===== src/rtl/cla4_pkg.sv =====
// Shared constants for the four-bit look-ahead adder.
// Assumes: the operand width is fixed at four by the hand-built carry network.
package cla4_pkg;
    localparam int unsigned CLA_WIDTH = 4;  // operand width of one adder block
    localparam int unsigned FANIN_MAX = 4;  // widest gate allowed in the carry network
endpackage


===== src/rtl/cla4_nand_gate.sv =====
// N-input NAND primitive for the carry network.
// Assumes: N lies between 1 and FANIN_MAX; a wider gate stops elaboration.
module cla4_nand_gate
    import cla4_pkg::*;
#(
    parameter int unsigned N = 2
) (
    input  logic [N-1:0] din,
    output logic         dout
);
    // fan-in guard: reject any gate wider than the limit
    if (N > FANIN_MAX || N < 1) begin : g_fanin_violation
        $error("cla4_nand_gate: fan-in %0d is outside 1..%0d", N, FANIN_MAX);
    end

    // NAND of all inputs
    assign dout = ~&din;
endmodule


===== src/rtl/cla4_pg_stage.sv =====
// Per-bit propagate (xor) and generate (and) terms.
// Assumes: operands are valid whenever they are sampled; purely combinational.
module cla4_pg_stage #(
    parameter int unsigned W = 4
) (
    input  logic [W-1:0] a,
    input  logic [W-1:0] b,
    output logic [W-1:0] prop,
    output logic [W-1:0] gen
);
    for (genvar i = 0; i < W; i++) begin : g_bit
        // propagate and generate for bit i
        assign prop[i] = a[i] ^ b[i];
        assign gen[i]  = a[i] & b[i];
    end
endmodule


===== src/rtl/cla4_carry_net.sv =====
// Look-ahead carry network in NAND-NAND form, no gate wider than four inputs.
// Each carry is built from propagate/generate terms and the carry-in only.
// The top carry is split in two: a partial OR of G3, P3G2 and P3P2G1, and a
// product P3P2P1 times carry 1 (carry 1 being G0 + P0C0). The two are merged
// by a final NAND.
// Assumes: four bit positions.
module cla4_carry_net (
    input  logic [3:0] prop,
    input  logic [3:0] gen,
    input  logic       cin,
    output logic [4:1] carry
);
    // carry 1 = G0 + P0C0
    logic c1_t0, c1_t1;
    cla4_nand_gate #(.N(1)) u_c1_t0 (.din(gen[0]),            .dout(c1_t0));
    cla4_nand_gate #(.N(2)) u_c1_t1 (.din({prop[0], cin}),    .dout(c1_t1));
    cla4_nand_gate #(.N(2)) u_c1_or (.din({c1_t0, c1_t1}),    .dout(carry[1]));

    // carry 2 = G1 + P1G0 + P1P0C0
    logic c2_t0, c2_t1, c2_t2;
    cla4_nand_gate #(.N(1)) u_c2_t0 (.din(gen[1]),                   .dout(c2_t0));
    cla4_nand_gate #(.N(2)) u_c2_t1 (.din({prop[1], gen[0]}),        .dout(c2_t1));
    cla4_nand_gate #(.N(3)) u_c2_t2 (.din({prop[1], prop[0], cin}),  .dout(c2_t2));
    cla4_nand_gate #(.N(3)) u_c2_or (.din({c2_t0, c2_t1, c2_t2}),    .dout(carry[2]));

    // carry 3 = G2 + P2G1 + P2P1G0 + P2P1P0C0, independent of carry 2
    logic c3_t0, c3_t1, c3_t2, c3_t3;
    cla4_nand_gate #(.N(1)) u_c3_t0 (.din(gen[2]),                            .dout(c3_t0));
    cla4_nand_gate #(.N(2)) u_c3_t1 (.din({prop[2], gen[1]}),                 .dout(c3_t1));
    cla4_nand_gate #(.N(3)) u_c3_t2 (.din({prop[2], prop[1], gen[0]}),        .dout(c3_t2));
    cla4_nand_gate #(.N(4)) u_c3_t3 (.din({prop[2], prop[1], prop[0], cin}),  .dout(c3_t3));
    cla4_nand_gate #(.N(4)) u_c3_or (.din({c3_t0, c3_t1, c3_t2, c3_t3}),      .dout(carry[3]));

    // carry 4, upper partial: G3 + P3G2 + P3P2G1
    logic c4_t0, c4_t1, c4_t2, c4_hi, c4_hi_n;
    cla4_nand_gate #(.N(1)) u_c4_t0 (.din(gen[3]),                     .dout(c4_t0));
    cla4_nand_gate #(.N(2)) u_c4_t1 (.din({prop[3], gen[2]}),          .dout(c4_t1));
    cla4_nand_gate #(.N(3)) u_c4_t2 (.din({prop[3], prop[2], gen[1]}), .dout(c4_t2));
    cla4_nand_gate #(.N(3)) u_c4_hi (.din({c4_t0, c4_t1, c4_t2}),      .dout(c4_hi));
    cla4_nand_gate #(.N(1)) u_c4_hn (.din(c4_hi),                      .dout(c4_hi_n));

    // carry 4, lower partial: P3P2P1 times (G0 + P0C0), inverted
    logic c4_lo_n;
    cla4_nand_gate #(.N(4)) u_c4_lo (.din({prop[3], prop[2], prop[1], carry[1]}), .dout(c4_lo_n));

    // carry 4 merge: upper OR lower
    cla4_nand_gate #(.N(2)) u_c4_or (.din({c4_hi_n, c4_lo_n}), .dout(carry[4]));
endmodule


===== src/rtl/cla4_sum_stage.sv =====
// Sum formation: each sum bit is its propagate term xor the carry into it.
// Assumes: carries are already settled by the look-ahead network.
module cla4_sum_stage #(
    parameter int unsigned W = 4
) (
    input  logic [W-1:0] prop,
    input  logic [W-1:0] carry_in,
    output logic [W-1:0] sum
);
    // bitwise sum
    assign sum = prop ^ carry_in;
endmodule


===== src/rtl/cla4_lookahead_adder.sv =====
// Four-bit look-ahead adder: propagate/generate layer, bounded fan-in carry
// network, sum layer. Purely combinational; there is no clock and no reset.
// Assumes: a wider adder chains blocks through cin_i and cout_o.
module cla4_lookahead_adder
    import cla4_pkg::*;
(
    input  logic [3:0] a_i,
    input  logic [3:0] b_i,
    input  logic       cin_i,
    output logic [3:0] sum_o,
    output logic [2:0] carry_o,
    output logic       cout_o
);
    localparam int unsigned W = CLA_WIDTH;

    logic [W-1:0] prop, gen;
    logic [W:1]   carry_hi;
    logic [W:0]   carry_all;

    cla4_pg_stage #(.W(W)) u_pg (.a(a_i), .b(b_i), .prop(prop), .gen(gen));

    cla4_carry_net u_carry (.prop(prop), .gen(gen), .cin(cin_i), .carry(carry_hi));

    // full carry vector: index i is the carry into bit i
    assign carry_all = {carry_hi, cin_i};

    cla4_sum_stage #(.W(W)) u_sum (.prop(prop), .carry_in(carry_all[W-1:0]), .sum(sum_o));

    // bring out the internal carries and the carry-out
    assign carry_o = carry_all[W-1:1];
    assign cout_o  = carry_all[W];

    // per-position carry rules checked against the operand ports
    always_comb begin
        for (int i = 0; i < W; i++) begin
            p_gen_sets_carry_r4: assert (!(a_i[i] && b_i[i]) || carry_all[i+1])
                else $error("R4: carry out of bit %0d not set", i);
            p_kill_clears_carry_r5: assert ((a_i[i] || b_i[i]) || !carry_all[i+1])
                else $error("R5: carry out of bit %0d not cleared", i);
            p_prop_passes_carry_r6: assert (!(a_i[i] ^ b_i[i]) || (carry_all[i+1] == carry_all[i]))
                else $error("R6: carry through bit %0d altered", i);
        end
        p_zero_operands_r7: assert (!(a_i == '0 && b_i == '0) ||
                                    (sum_o == {3'b000, cin_i} && !cout_o && carry_o == '0))
            else $error("R7: zero operands gave a wrong result");
    end
endmodule


===== config.mk =====
export PLATFORM = sky130hd
export DESIGN_NAME = cla4_lookahead_adder
export DESIGN_NICKNAME = d
export VERILOG_FILES = /design/src/rtl/cla4_pkg.sv /design/src/rtl/cla4_nand_gate.sv /design/src/rtl/cla4_pg_stage.sv /design/src/rtl/cla4_carry_net.sv /design/src/rtl/cla4_sum_stage.sv /design/src/rtl/cla4_lookahead_adder.sv
export SDC_FILE = /design/constraint.sdc
export NUM_CORES = 1
export LEC_CHECK = 0
export ABC_AREA = 1
export CORE_AREA = 2 2 39 41
export DETAILED_ROUTE_END_ITERATION = 8
export DIE_AREA = 0 0 41 43
export GPL_ROUTABILITY_DRIVEN = 0
export PLACE_DENSITY = 0.56
export SLEW_MARGIN = 20
export SYNTH_ARGS = -nofsm -noshare
export SYNTH_HDL_FRONTEND = slang
export SYNTH_SLANG_ARGS = --single-unit
export TNS_END_PERCENT = 5

===== constraint.sdc =====
create_clock -name vclk -period 1.7
set_input_delay 0.34 -clock vclk [all_inputs]
set_output_delay 0.34 -clock vclk [all_outputs]
set_load 0.1 [all_outputs]

==> results of run 1 <==
[critical path: cells and delay by family]
family	cells	cell delay [ns]
fa+ha+maj	2	0.50
compound gates	2	0.17
buf+inv	4	0.36
[metal layers]
| layer | share of wire, % | routed length, um |
|---|---|---|
| met1 | 40 | 248 |
| met2 | 52 | 323 |
| met3 | 8.3 | 52 |
| met4 | 0 | 0 |
| met5 | 0 | 0 |
[per-stage QoR]
stage | cells | TNS (ns) | worst slack (ns) | hold WS [ns]
after floorplan | 41 | -0.5064 | -0.2221 | 1.087
after global placement | 77 | -3.073 | -0.5713 | 1.542
after detailed placement | 77 | -3.117 | -0.5885 | 1.549
after CTS | 79 | -0.1247 | -0.06118 | 1.224
after global routing | 80 | -0.1514 | -0.07211 | 1.260
final | 80 | -0.02854 | -0.02854 | 1.220
[cells by family after synthesis]
group,Yosys count,synth area share (%)
and+or+nand+nor,18,33.51
buffers and inverters,14,25.89
adders and majority gates,6,33.50
AOI/OAI and AO/OA,3,7.108
[power groups by stage]
stage	logic (mW)	clock network [mW]	registers, mW
2_1_floorplan	0.279	0	0
3_3_place_gp	0.438	0	0
3_5_place_dp	0.440	0	0
4_1_cts	0.486	0	0
5_1_grt	0.513	0	0
6_report	0.489	0	0
[what timing repair did]
| item | 4_1_cts | 5_1_grt |
|---|---|---|
| buffers inserted | 2 | 1 |
| pin swaps | 8 | 8 |
| setup endpoints to repair | 8 | 5 |
| gates resized for setup | 53 | 9 |
| hold endpoints to repair | 0 | 0 |
[cell usage after synthesis, drive strengths merged]
master   n  area (um^2)
nand2   11        43.80
buf      3        22.52
inv     11        41.29
nand3    4        25.02
o21bai   1        7.510
a21oi    2        10.01
ha       5        62.56
nor2     2        7.510
nand4    1        6.260
fa       1        20.02
[area by class of cell]
class / count / area (um^2)
timing repair buffer: 26 / 300.3
fill: 128 / 713.2
inverter: 11 / 41.29
multi-input combinational: 27 / 309.0
tap: 16 / 20.02
[path summary, 6_finish.rpt]
check / from / endpoint / cells past startpoint
hold / removal: cin_i / sum_o[2] / 7
setup / recovery: a_i[0] / cout_o / 8
==> summary.txt, run 1 <==
Outcome
  • Outcome: complete, but fails checks
  • Failing checks: negative setup slack

Logic synthesis
  • Syn Std Cell Area: 246.5 um^2
  • Cells after Synth: 41
  • Sequential area share after synthesis: 0%
  • Syn_area_per_cell: 6.012 um^2
  • Synth unique cells: 13
  • Syn_nets: 56
  • Synth Warn #: 0

Floorplan
  • Rows: 14
  • IO Count: 17
  • Die X: 41 um
  • DIE AREA: 1763 um^2
  • Initial Utilization: 17.81%
  • Die height: 43 um
  • CORE AREA: 1384 um^2

Timing
  • Final hold vios: 0
  • Fmax: 578.5 MHz
  • Final Max Tran Viols: 0
  • Crit path time final: 1.729 ns
  • Setup violators final: 1
  • Worst-Margin Slew: 0.1293 ns
  • Final setup margin: -0.02854 ns
  • Slew headroom: 91.36%
  • RSZ-0062 raised after global routing: true
  • Tcrit/Tclk final: 101.7%

Global route
  • M2 GR Usage: 16.25%
  • Largest net degree at the start of global routing: 8
  • First-pass GRT wire length: 1.131 mm
  • Gr busiest metal: met2
  • Initial antenna violation count: 0
  • GR Util All Layers: 8.400%
  • M3 GR Usage: 0.5236%
  • Grt ovf: 0
  • Vias in the first global route: 320
  • Grt met1 use: 9.841%

Critical path
  • Worst-path cell chain: buf_6 > inv_2 > fa_2 > inv_2 > ha_4 > a21oi_4 > o21bai_4 > buf_12
  • Worst path most repeated cell: inv_2
  • Setup crit end kind: output pin
  • CP peak stage delay: 0.37 ns
  • Critical path's slowest cell: fa_2
  • Crit path launch type: input pin
  • Crit path kind: in -> out
  • Crit path DAT: 1.39 ns
  • Req. time, crit path: 1.36 ns
  • CP Max Fanout: 2

Detailed routing
  • DR vias/cell: 4.113
  • Post-route ant nets: 0
  • DRT Wirelength: 624 um
  • Via count: 329
  • Drt wl/cell: 7.800 um
  • Detailed Routing Iterations Pass 1: 1
  • Starting DRT DRC Count: 0
  • # DRC: 0

Layout
  • N_diodes: 0
  • Sequential cell area: 0 um^2
  • Commonest non-fill, non-tap cell in the layout: nand2_2
  • Share of post-route cells with drive strength above 1: 85.94%
  • Area growth syn-to-layout: 172.1%
  • Fin nets: 81
  • Final core utilization: 48.46%
  • Most frequent cells in the layout: nand2_2, buf_12, inv_2, buf_4
  • Clkbuf count: 0
  • Cell area after layout: 670.6 um^2
  • Seq cells: 0

Power and ir drop
  • Net Sw Frac: 60.35%
  • Seq pwr share: 0%
  • Pwr Total: 0.4893 mW
  • Peak supply drop: 394.8 uV
  • Int Power: 0.1940 mW
  • Comb pwr share: 100.0%
  • Clock share of power: 0%
  • Pwr/cell area: 729.6 nW/um^2
  • P_sw: 0.2953 mW
  • Pleak: 0.3240 nW

Placement
  • Placed standard-cell area: 555.5 um^2
  • Hpwl dp: 522.5 um
  • IO buf count: 17

Job
  • Max-cap violations: 0

Hold path
  • Hold WC Path Type: in -> out

Clock network
  • # hold bufs at CTS: 0
Power figures use the tool's default switching activity.
==> run 2: changes to the inputs <==
- MAX_ROUTING_LAYER: default -> met4
==> summary.txt, run 2 (same netlist as run 1, synthesis figures left out) <==
Outcome
  • Outcome: complete, but fails checks
  • Failing checks: negative setup slack

Power and ir drop
  • Pwr/cell area: 729.5 nW/um^2
  • Peak supply drop: 394.8 uV
  • Net Sw Frac: 60.35%
  • Seq pwr share: 0%
  • P_sw: 0.2952 mW
  • Comb pwr share: 100.0%
  • Int Power: 0.1940 mW
  • Pleak: 0.3240 nW
  • Clock share of power: 0%

Floorplan
  • Rows: 14
  • Die height: 43 um
  • Die X: 41 um
  • IO Count: 17
  • DIE AREA: 1763 um^2
  • Initial Utilization: 17.81%
  • CORE AREA: 1384 um^2

Layout
  • Clkbuf count: 0
  • Most frequent cells in the layout: nand2_2, buf_12, inv_2, buf_4
  • Fin nets: 81
  • N_diodes: 0
  • Final core utilization: 48.46%
  • Cell area after layout: 670.6 um^2
  • Share of post-route cells with drive strength above 1: 85.94%
  • Area growth syn-to-layout: 172.1%
  • Seq cells: 0
  • Commonest non-fill, non-tap cell in the layout: nand2_2
  • Sequential cell area: 0 um^2

Placement
  • Placed standard-cell area: 555.5 um^2
  • Hpwl dp: 522.5 um
  • IO buf count: 17

Global route
  • Largest net degree at the start of global routing: 8
  • Grt ovf: 0
  • GR Util All Layers: 8.607%
  • Vias in the first global route: 320
  • Initial antenna violation count: 0
  • First-pass GRT wire length: 1.131 mm

Hold path
  • Hold Path End: sum_o[2]
  • Hold WC Path Type: in -> out
  • Hold path depth: 7
  • Min-delay src: cin_i

Job
  • Max-cap violations: 0

Critical path
  • Crit path kind: in -> out
  • Crit path DAT: 1.39 ns
  • CP Max Fanout: 2
  • Setup crit end kind: output pin
  • Req. time, crit path: 1.36 ns
  • Crit path launch type: input pin

Timing
  • Fmax: 578.5 MHz
  • Worst-Margin Slew: 0.1292 ns
  • Final setup margin: -0.02851 ns
  • Slew headroom: 91.36%
  • RSZ-0062 raised after global routing: true
  • Crit path time final: 1.729 ns
  • Tcrit/Tclk final: 101.7%
  • Final hold vios: 0
  • Setup violators final: 1
  • Final Max Tran Viols: 0

Detailed routing
  • Starting DRT DRC Count: 0
  • Drt wl/cell: 7.800 um
  • Detailed Routing Iterations Pass 1: 1
  • # DRC: 0
  • Post-route ant nets: 0
  • DRT Wirelength: 624 um
  • Via count: 329
  • DR vias/cell: 4.113

Clock network
  • # hold bufs at CTS: 0
-- run 2: cell counts in the layout (fill, tap and decap cells not counted) --
No cell type changed its count.
-- run 2: per-layer routing --
metal  GRT usage (%)  wire length, um
met5               -                0
met4               0                0
met3               0               42
met2           16.25              323
met1           10.16              258
-- run 2: how the worst max path moves through the flow --
| stage | from | end | slack (ns) | cells after the start |
|---|---|---|---|---|
| 3_3_place_gp | a_i[0] | cout_o | -0.57 | 8 |
| 3_5_place_dp | a_i[0] | cout_o | -0.59 | 8 |
| 4_1_cts | a_i[0] | cout_o | -0.06 | 8 |
| 5_1_grt | a_i[0] | cout_o | -0.07 | 8 |
| 6_report | a_i[0] | cout_o | -0.03 | 8 |
| 2_1_floorplan | a_i[0] | cout_o | -0.22 | 6 |
-- run 2: area by class of cell --
| cell class | instances | area (um^2) |
|---|---|---|
| timing repair buffer | 26 | 300.3 |
| fill | 128 | 713.2 |
| multi-input combinational | 27 | 309.0 |
| tap | 16 | 20.02 |
| inverter | 11 | 41.29 |
-- run 2: power groups by stage --
stage	Sequential, mW	Clock, mW	Combinational, mW
2_1_floorplan	0	0	0.279
3_3_place_gp	0	0	0.438
3_5_place_dp	0	0	0.440
4_1_cts	0	0	0.486
5_1_grt	0	0	0.513
6_report	0	0	0.489
-- run 2: critical path, cell delays in order --
cell	delay (ns)
buf_6	0.07
inv_2	0.03
fa_2	0.37
inv_2	0.08
ha_4	0.13
a21oi_4	0.05
o21bai_4	0.12
buf_12	0.18
-- run 2: what timing repair did --
item                       in CTS  in global routing
pin swaps                       8                  8
resized for setup              53                  9
buffers inserted                2                  1
setup endpoints to repair       8                  5
-- run 2: through the flow --
step	instances	TNS (ns)	setup WS [ns]	power (mW)	hold slack, ns
2_1_floorplan	41	-0.5064	-0.2221	0.2788	1.087
3_3_place_gp	77	-3.073	-0.5713	0.4378	1.542
3_5_place_dp	77	-3.117	-0.5885	0.4395	1.549
4_1_cts	79	-0.1247	-0.06118	0.4862	1.224
5_1_grt	80	-0.1514	-0.07208	0.5127	1.260
6_report	80	-0.02851	-0.02851	0.4892	1.220
